### src/rtl/fci_pkg.sv
package fci_pkg;

  typedef enum logic [1:0] {
    RM_ARRAY  = 2'd0,
    RM_STATUS = 2'd1,
    RM_SIGN   = 2'd2,
    RM_QUERY  = 2'd3
  } rmode_e;

  typedef enum logic [3:0] {
    S_IDLE,
    S_ERS_SET,
    S_PRG_SET,
    S_CFG_SET,
    S_ERS_RUN,
    S_PRG_RUN,
    S_ERS_HOLDING,
    S_PRG_HOLDING,
    S_ERS_HELD,
    S_PRG_HELD,
    S_NEST_SET,
    S_NEST_RUN
  } st_e;

  typedef enum logic {
    OP_ERASE = 1'b0,
    OP_PROG  = 1'b1
  } op_e;

  localparam logic [7:0] C_ARRAY   = 8'hFF;
  localparam logic [7:0] C_STATUS  = 8'h70;
  localparam logic [7:0] C_SIGN    = 8'h90;
  localparam logic [7:0] C_QUERY   = 8'h98;
  localparam logic [7:0] C_ERASE   = 8'h20;
  localparam logic [7:0] C_CONFIRM = 8'hD0;
  localparam logic [7:0] C_PROG    = 8'h40;
  localparam logic [7:0] C_SUSP    = 8'hB0;
  localparam logic [7:0] C_CLEAR   = 8'h50;
  localparam logic [7:0] C_CFG     = 8'h60;
  localparam logic [7:0] C_CFG_OK  = 8'h03;

  function automatic logic is_run(st_e s);
    return s inside {S_ERS_RUN, S_PRG_RUN, S_NEST_RUN};
  endfunction

  function automatic logic is_holding(st_e s);
    return s inside {S_ERS_HOLDING, S_PRG_HOLDING};
  endfunction

  function automatic logic is_read_cmd(logic [7:0] c);
    return c inside {C_ARRAY, C_STATUS, C_SIGN, C_QUERY};
  endfunction

  function automatic rmode_e mode_of(logic [7:0] c);
    case (c)
      C_STATUS: return RM_STATUS;
      C_SIGN:   return RM_SIGN;
      C_QUERY:  return RM_QUERY;
      default:  return RM_ARRAY;
    endcase
  endfunction

endpackage

### src/rtl/fci_seq.sv
module fci_seq
  import fci_pkg::*;
#(
  parameter int ADDR_W = 19,
  parameter int DATA_W = 32,
  parameter int BCR_W  = 16,
  parameter logic [BCR_W-1:0] BCR_RST = '0
) (
  input  logic              clk,
  input  logic              rst_n,
  input  logic              wr_fire,
  input  logic [7:0]        cmd,
  input  logic [ADDR_W-1:0] wr_addr,
  input  logic [DATA_W-1:0] wr_data,
  input  logic              prot_hit,
  input  logic              vpp_ok,
  input  logic              eng_busy,
  input  logic              eng_fail,
  output st_e               st,
  output rmode_e            sel_mode,
  output logic              seen_busy,
  output logic [3:0]        err,
  output logic              eng_start,
  output op_e               eng_op,
  output logic [ADDR_W-1:0] eng_addr,
  output logic [DATA_W-1:0] eng_data,
  output logic              eng_suspend,
  output logic              eng_resume,
  output logic              eng_abort,
  output logic [BCR_W-1:0]  bcr
);

  // err bit map: 3 erase, 2 program, 1 voltage, 0 protected block
  localparam int E_ERS = 3;
  localparam int E_PRG = 2;
  localparam int E_VPP = 1;
  localparam int E_PRT = 0;

  logic err_any;
  assign err_any = |err;

  always_ff @(posedge clk or negedge rst_n) begin
    if (!rst_n) begin
      st          <= S_IDLE;
      sel_mode    <= RM_ARRAY;
      seen_busy   <= 1'b0;
      err         <= '0;
      eng_start   <= 1'b0;
      eng_op      <= OP_ERASE;
      eng_addr    <= '0;
      eng_data    <= '0;
      eng_suspend <= 1'b0;
      eng_resume  <= 1'b0;
      eng_abort   <= 1'b0;
      bcr         <= BCR_RST;
    end else begin
      eng_start   <= 1'b0;
      eng_suspend <= 1'b0;
      eng_resume  <= 1'b0;
      eng_abort   <= 1'b0;
      if (is_run(st) && eng_busy) seen_busy <= 1'b1;

      case (st)
        S_IDLE: if (wr_fire) begin
          if (is_read_cmd(cmd)) sel_mode <= mode_of(cmd);
          else if (cmd == C_CLEAR) err <= '0;
          else if (cmd == C_ERASE) begin
            sel_mode <= RM_STATUS;
            if (!err_any) st <= S_ERS_SET;
          end else if (cmd == C_PROG) begin
            sel_mode <= RM_STATUS;
            if (!err_any) st <= S_PRG_SET;
          end else if (cmd == C_CFG) st <= S_CFG_SET;
        end

        S_ERS_SET: if (wr_fire) begin
          sel_mode <= RM_STATUS;
          st       <= S_IDLE;
          if (cmd != C_CONFIRM) begin
            err[E_ERS] <= 1'b1;
            err[E_PRG] <= 1'b1;
          end else if (prot_hit) err[E_PRT] <= 1'b1;
          else if (!vpp_ok) err[E_VPP] <= 1'b1;
          else begin
            eng_start <= 1'b1;
            eng_op    <= OP_ERASE;
            eng_addr  <= wr_addr;
            eng_data  <= '0;
            seen_busy <= 1'b0;
            st        <= S_ERS_RUN;
          end
        end

        S_PRG_SET, S_NEST_SET: if (wr_fire) begin
          sel_mode <= RM_STATUS;
          st       <= (st == S_NEST_SET) ? S_ERS_HELD : S_IDLE;
          if (prot_hit) err[E_PRT] <= 1'b1;
          else if (!vpp_ok) err[E_VPP] <= 1'b1;
          else begin
            eng_start <= 1'b1;
            eng_op    <= OP_PROG;
            eng_addr  <= wr_addr;
            eng_data  <= wr_data;
            seen_busy <= 1'b0;
            st        <= (st == S_NEST_SET) ? S_NEST_RUN : S_PRG_RUN;
          end
        end

        S_CFG_SET: if (wr_fire) begin
          st <= S_IDLE;
          if (cmd == C_CFG_OK) bcr <= wr_addr[BCR_W-1:0];
          else begin
            err[E_ERS] <= 1'b1;
            err[E_PRG] <= 1'b1;
            sel_mode   <= RM_STATUS;
          end
        end

        S_ERS_RUN, S_PRG_RUN, S_NEST_RUN: begin
          if (!vpp_ok) begin
            eng_abort  <= 1'b1;
            err[E_VPP] <= 1'b1;
            seen_busy  <= 1'b0;
            st         <= S_IDLE;
          end else if (seen_busy && !eng_busy) begin
            seen_busy <= 1'b0;
            if (eng_fail) begin
              if (st == S_ERS_RUN) err[E_ERS] <= 1'b1;
              else err[E_PRG] <= 1'b1;
            end
            st <= (st == S_NEST_RUN) ? S_ERS_HELD : S_IDLE;
          end else if (wr_fire) begin
            if (cmd == C_SUSP && st != S_NEST_RUN) begin
              eng_suspend <= 1'b1;
              st <= (st == S_ERS_RUN) ? S_ERS_HOLDING : S_PRG_HOLDING;
            end else if (is_read_cmd(cmd)) sel_mode <= mode_of(cmd);
          end
        end

        S_ERS_HOLDING: if (!eng_busy) st <= S_ERS_HELD;
        S_PRG_HOLDING: if (!eng_busy) st <= S_PRG_HELD;

        S_ERS_HELD, S_PRG_HELD: if (wr_fire) begin
          if (is_read_cmd(cmd)) sel_mode <= mode_of(cmd);
          else if (cmd == C_CLEAR) err <= '0;
          else if (cmd == C_CONFIRM) begin
            sel_mode <= RM_STATUS;
            if (!vpp_ok) err[E_VPP] <= 1'b1;
            else begin
              eng_resume <= 1'b1;
              seen_busy  <= 1'b0;
              st <= (st == S_ERS_HELD) ? S_ERS_RUN : S_PRG_RUN;
            end
          end else if (cmd == C_PROG && st == S_ERS_HELD) begin
            sel_mode <= RM_STATUS;
            if (!err_any) st <= S_NEST_SET;
          end
        end

        default: st <= S_IDLE;
      endcase
    end
  end

endmodule

### src/rtl/fci_status_pack.sv
module fci_status_pack
  import fci_pkg::*;
(
  input  st_e        st,
  input  logic [3:0] err,
  input  logic       tune_locked,
  output logic       ready,
  output logic [7:0] status
);

  logic ers_held;
  logic prg_held;

  always_comb begin
    ready    = !(is_run(st) || is_holding(st));
    ers_held = st inside {S_ERS_HELD, S_NEST_SET, S_NEST_RUN};
    prg_held = (st == S_PRG_HELD);
    status   = {ready, ers_held, err[3], err[2], err[1], prg_held, err[0], tune_locked};
  end

endmodule

### src/rtl/fci_read_mux.sv
module fci_read_mux
  import fci_pkg::*;
#(
  parameter int DATA_W = 32,
  parameter logic [7:0]  MFR_CODE = 8'h20,
  parameter logic [15:0] DEV_CODE = 16'h8835
) (
  input  rmode_e            sel_mode,
  input  logic              ready,
  input  logic [7:0]        status,
  input  logic              rd_idx,
  output rmode_e            rd_mode,
  output logic [DATA_W-1:0] rd_data
);

  localparam int PAD8  = DATA_W - 8;
  localparam int PAD16 = DATA_W - 16;

  always_comb begin
    rd_mode = ready ? sel_mode : RM_STATUS;
    case (rd_mode)
      RM_STATUS: rd_data = {{PAD8{1'b0}}, status};
      RM_SIGN:   rd_data = rd_idx ? {{PAD16{1'b0}}, DEV_CODE}
                                  : {{PAD8{1'b0}}, MFR_CODE};
      default:   rd_data = '0;
    endcase
  end

endmodule

### src/rtl/flash_cmd_ctrl.sv
module flash_cmd_ctrl
  import fci_pkg::*;
#(
  parameter int ADDR_W = 19,
  parameter int DATA_W = 32,
  parameter int BCR_W  = 16,
  parameter logic [BCR_W-1:0] BCR_RST = '0,
  parameter logic [7:0]  MFR_CODE = 8'h20,
  parameter logic [15:0] DEV_CODE = 16'h8835
) (
  input  logic              clk,
  input  logic              rst_n,
  input  logic              wr_valid,
  output logic              wr_ready,
  input  logic [ADDR_W-1:0] wr_addr,
  input  logic [DATA_W-1:0] wr_data,
  input  logic              rd_idx,
  output logic [DATA_W-1:0] rd_data,
  output logic [1:0]        rd_mode,
  output logic [7:0]        status,
  output logic [BCR_W-1:0]  bcr,
  input  logic              prot_hit,
  input  logic              vpp_ok,
  input  logic              tune_locked,
  input  logic              eng_busy,
  input  logic              eng_fail,
  output logic              eng_start,
  output logic              eng_op,
  output logic [ADDR_W-1:0] eng_addr,
  output logic [DATA_W-1:0] eng_data,
  output logic              eng_suspend,
  output logic              eng_resume,
  output logic              eng_abort
);

  st_e        st_w;
  rmode_e     sel_mode_w;
  rmode_e     rd_mode_w;
  op_e        eng_op_w;
  logic       seen_w;
  logic [3:0] err_w;
  logic       ready_w;
  logic       wr_fire;

  assign wr_ready = !((is_run(st_w) && !seen_w) || is_holding(st_w));
  assign wr_fire  = wr_valid && wr_ready;
  assign rd_mode  = rd_mode_w;
  assign eng_op   = eng_op_w;

  fci_seq #(
    .ADDR_W (ADDR_W),
    .DATA_W (DATA_W),
    .BCR_W  (BCR_W),
    .BCR_RST(BCR_RST)
  ) u_seq (
    .clk        (clk),
    .rst_n      (rst_n),
    .wr_fire    (wr_fire),
    .cmd        (wr_data[7:0]),
    .wr_addr    (wr_addr),
    .wr_data    (wr_data),
    .prot_hit   (prot_hit),
    .vpp_ok     (vpp_ok),
    .eng_busy   (eng_busy),
    .eng_fail   (eng_fail),
    .st         (st_w),
    .sel_mode   (sel_mode_w),
    .seen_busy  (seen_w),
    .err        (err_w),
    .eng_start  (eng_start),
    .eng_op     (eng_op_w),
    .eng_addr   (eng_addr),
    .eng_data   (eng_data),
    .eng_suspend(eng_suspend),
    .eng_resume (eng_resume),
    .eng_abort  (eng_abort),
    .bcr        (bcr)
  );

  fci_status_pack u_stat (
    .st         (st_w),
    .err        (err_w),
    .tune_locked(tune_locked),
    .ready      (ready_w),
    .status     (status)
  );

  fci_read_mux #(
    .DATA_W  (DATA_W),
    .MFR_CODE(MFR_CODE),
    .DEV_CODE(DEV_CODE)
  ) u_rd (
    .sel_mode(sel_mode_w),
    .ready   (ready_w),
    .status  (status),
    .rd_idx  (rd_idx),
    .rd_mode (rd_mode_w),
    .rd_data (rd_data)
  );

endmodule

### config.mk
export PLATFORM = sky130hd
export DESIGN_NAME = flash_cmd_ctrl
export DESIGN_NICKNAME = d
export VERILOG_FILES = /design/src/rtl/fci_pkg.sv /design/src/rtl/fci_seq.sv /design/src/rtl/fci_status_pack.sv /design/src/rtl/fci_read_mux.sv /design/src/rtl/flash_cmd_ctrl.sv
export SDC_FILE = /design/constraint.sdc
export NUM_CORES = 1
export LEC_CHECK = 0
export ABC_AREA = 1
export CORE_ASPECT_RATIO = 1.4
export CORE_MARGIN = 2
export CORE_UTILIZATION = 45
export CTS_CLUSTER_SIZE = 14
export DETAILED_ROUTE_END_ITERATION = 10
export PLACE_DENSITY = 0.82
export SLEW_MARGIN = 5
export SYNTH_ARGS = -nofsm -noshare
export SYNTH_HDL_FRONTEND = slang
export SYNTH_SLANG_ARGS = --single-unit
### constraint.sdc
create_clock -name clk -period 2.6 [get_ports clk]
set_input_delay 0.39 -clock clk [delete_from_list [all_inputs] [get_ports clk]]
set_output_delay 0.39 -clock clk [all_outputs]
set_load 0.01 [all_outputs]
==> impl_metrics.toml <==
[floorplanning]
initial_core_util_pct = 46.1
dieArea_um2 = 11000
rows = 43
pin_count = 175
die_w_um = 89.1
dieHeight_um = 123
core-area_um2 = 9900

[synthesis]
synth-xor-area-share_pct = 0
synth_seq_cells = 83
synth_fa_ha_area_share_pct = 0.549
synthTopCellsByArea = "dfrtp_1 46%, nand2_1 10%, inv_1 7.6%, nand3_1 6.7%, nor2_1 4.7%"
synth_warnings = 0
netlist_area_um2 = 4560
synth_compound_area_share_pct = 9.16
synth_top_cell_by_area = "dfrtp_1"
seq_area_frac_synth_pct = 45.5
synthSimpleGateAreaFrac_pct = 25.3
synthCells = 584
synthMuxAreaShare_pct = 4.77
ys_types = 31
synth.avg_cell_area_um2 = 7.81
synth_top_family_by_area = "simple AND/OR/NAND/NOR gates"
synth_top_area_share_pct = 45.5

[routing]
dr.pass1.iters = 5
num_vias = 4430
met1Wirelength_mm = 5.04
ant_nets = 0
top_layer_used = "met4"
dr_wl_met3_um = 865
drcViolationCount = 0
drt_iter0_markers = 283
drt_wl_total_mm = 13.4
viasPerCell = 5.01
wl_per_cell_um = 15.2
wl_met2_mm = 6.93

[worst_setup_path]
path_buf_inv = 5
critPathArrivalTime_ps = 2100
cp_top_family = "buffers and inverters"
timing.rr.start = "u_seq.st[3]"
path_class = "reg2out"
slowest_delay_ps = 520
worstPathRequired_ps = 2210
crit_path_cell_trace = "inv_2 -> nand2_1 -> nor2_4 -> nor2_4 -> inv_2 -> nor2_2 -> inv_2 -> ha_4 -> nand2_1 -> inv_1 -> clkdlybuf4s50_1"
slowest_stage = "clkdlybuf4s50_1"
end_kind = "output port"
startpoint_type = "register"
worstSetupStartpoint = "u_seq.st[2]"
cp_max_fo = 7
cp_common_cell = "inv_2"

[cts]
cts_setup_buffers = 0
worstSkewPairLatency_ps = 330
cts_max_level = 3
numCtsBuffers = 9
cts.sinks = 83
tritoncts = "yes"
cts_buffer_depth = 2
clk_pin_slew_ps = 60
cts_root_buffer = "clkbuf_16"

[global_route]
antenna_found_initial = 0
grt_usage_pct = 24.5
grt_pass1_vias = 4460
grt_overflow = 0
grt_pass1_wl_mm = 20.7
grt_max_degree = 84

[timing]
slew_headroom_pct = 62.7
slew_viol_final = 0
hold_viol = 0
fin_skew_ps = 8.68
setup_viol = 0
worst_slew_pin_slew_ps = 555
post-route-min-period_ps = 2490
finalCritPeriodShare_pct = 95.8
max_freq_mhz = 401

[flow_run]
cap_viol_max_count = 0

[pwr]
p_leak_uw = 0.00323
p_per_area_nw_per_um2 = 1040
fin_total_pwr_uw = 6820
irDropWorstVdd_mv = 0.623

[finish]
drive_gt1_share_pct = 10.9
final_cell_mix = "142 x clkdlybuf4s50_1, 121 x nand2_1, 89 x inv_1"
fin_util_pct = 66.3
area.growth.synth_to_final_pct = 44.0
layout_commonest_cell = "clkdlybuf4s50_1"
insertedDiodeCount = 0
nets = 806

[placement]
post-dp-hpwl_mm = 10.3
place.gp.congestion = 0.970
portBuffers = 152

[run_status]
status = "completed"

[worst_hold_path]
hold_class = "in2async"
==> repair_timing <==
action / 4_1_cts / 5_1_grt
resized for setup: 15 / 17
pin swaps: 1 / 1
hold buffers: 0 / 0
endpoints found under the setup margin: 10 / 10
==> worst register-to-register path, cell delays in order (launching register included) <==
cell and delay (ps):
dfrtp_1 400, buf_4 160, inv_2 80, nor2_1 60
nand2_2 110, nand2_4 140, nand2_1 170, nand3_4 170
nand2_1 240, nand3_1 100, nor2_1 260, nand3_1 140
nand2_1 100
==> Yosys cell counts <==
cell type  number
nor2_1         57
mux2_4         10
o21ai_0        40
mux2_2          6
nand3_4         1
buf_4          27
inv_2           4
o21ai_1        18
a21oi_4         2
a21boi_0        1
nor4_1          1
dfrtp_1        83
clkbuf_1        3
nor3_1          5
a21oi_1         7
o311ai_0        1
nor3b_1         1
nand3_2         1
nand2_2         3
nor2_4          1
nand3_1        61
nor2_2          4
clkinv_1        1
o22ai_1         7
inv_1          92
buf_6           4
nand2_1       123
nand4_1         8
conb_1          1
buf_2           9
ha_1            2
==> per-stage QoR <==
| stage | area, µm² | TNS, ps | instances | setup slack (ps) | hold slack [ps] |
|---|---|---|---|---|---|
| 2_1_floorplan | 4640 | 0 | 605 | 499 | 94.4 |
| 3_3_place_gp | 6230 | 0 | 868 | 158 | 453 |
| 3_5_place_dp | 6230 | 0 | 868 | 15.2 | 453 |
| 4_1_cts | 6550 | 0 | 884 | 24.4 | 94.4 |
| 5_1_grt | 6570 | -34.5 | 884 | -20.8 | 113 |
| 6_report | 6570 | 0 | 884 | 108 | 72.2 |
==> state kept, by name (all words and copies together) (netlist names) <==
signal / cells
u_seq.eng_abort: 1
u_seq.st: 4
u_seq.eng_suspend: 1
u_seq.eng_resume: 1
u_seq.seen_busy: 1
u_seq.eng_start: 1
u_seq.eng_op: 1
u_seq.sel_mode: 2
u_seq.eng_addr: 19
u_seq.eng_data: 32
u_seq.bcr: 16
u_seq.err: 4
==> logic make-up (layout without fill, tap and decap cells) <==
logic type / Yosys count / count (layout)
compound gates: 76 / 76
fa+ha+maj: 2 / 2
buf+inv: 140 / 284
flops: 83 / 83
mux: 16 / 16
other cells: 1 / 22
simple gates: 266 / 266
==> layer usage <==
| layer | up-vias | GRT usage, % |
|---|---|---|
| met4 | 0 | 12.1 |
| met5 | - | 0 |
| met3 | 42 | 4.54 |
| met2 | 202 | 43.8 |
| li1 | 2131 | - |
| met1 | 2055 | 27.2 |
==> final cells by class <==
cell class	instances	area [µm²]
inverter	97	364
tap	135	169
timing repair buffer	171	1700
clock inverter	7	82.6
multi-input combinational	382	1950
clock buffer	9	225
sequential	83	2080
fill	831	3330
==> final timing paths <==
| path | slack (ps) | cells after the start | end |
|---|---|---|---|
| max reg2reg | 420 | 12 | u_seq.st[2] |
| max in group asynchronous | 2160 | 2 | u_seq.err[3] |
| max | 110 | 11 | rd_data[1] |
| min in group clk | 510 | 1 | u_seq.bcr[6] |
| min | 70 | 2 | u_seq.eng_data[10] |
| min reg2reg | 510 | 1 | u_seq.bcr[6] |
==> report_power, final <==
part	total (µW)	leakage (µW)	internal (µW)	switching, µW
logic	3460	0.00203	1570	1880
clock network	1310	0.000150	763	547
registers	2050	0.00105	1770	287
Note: power is estimated with default switching activity, not from simulation.
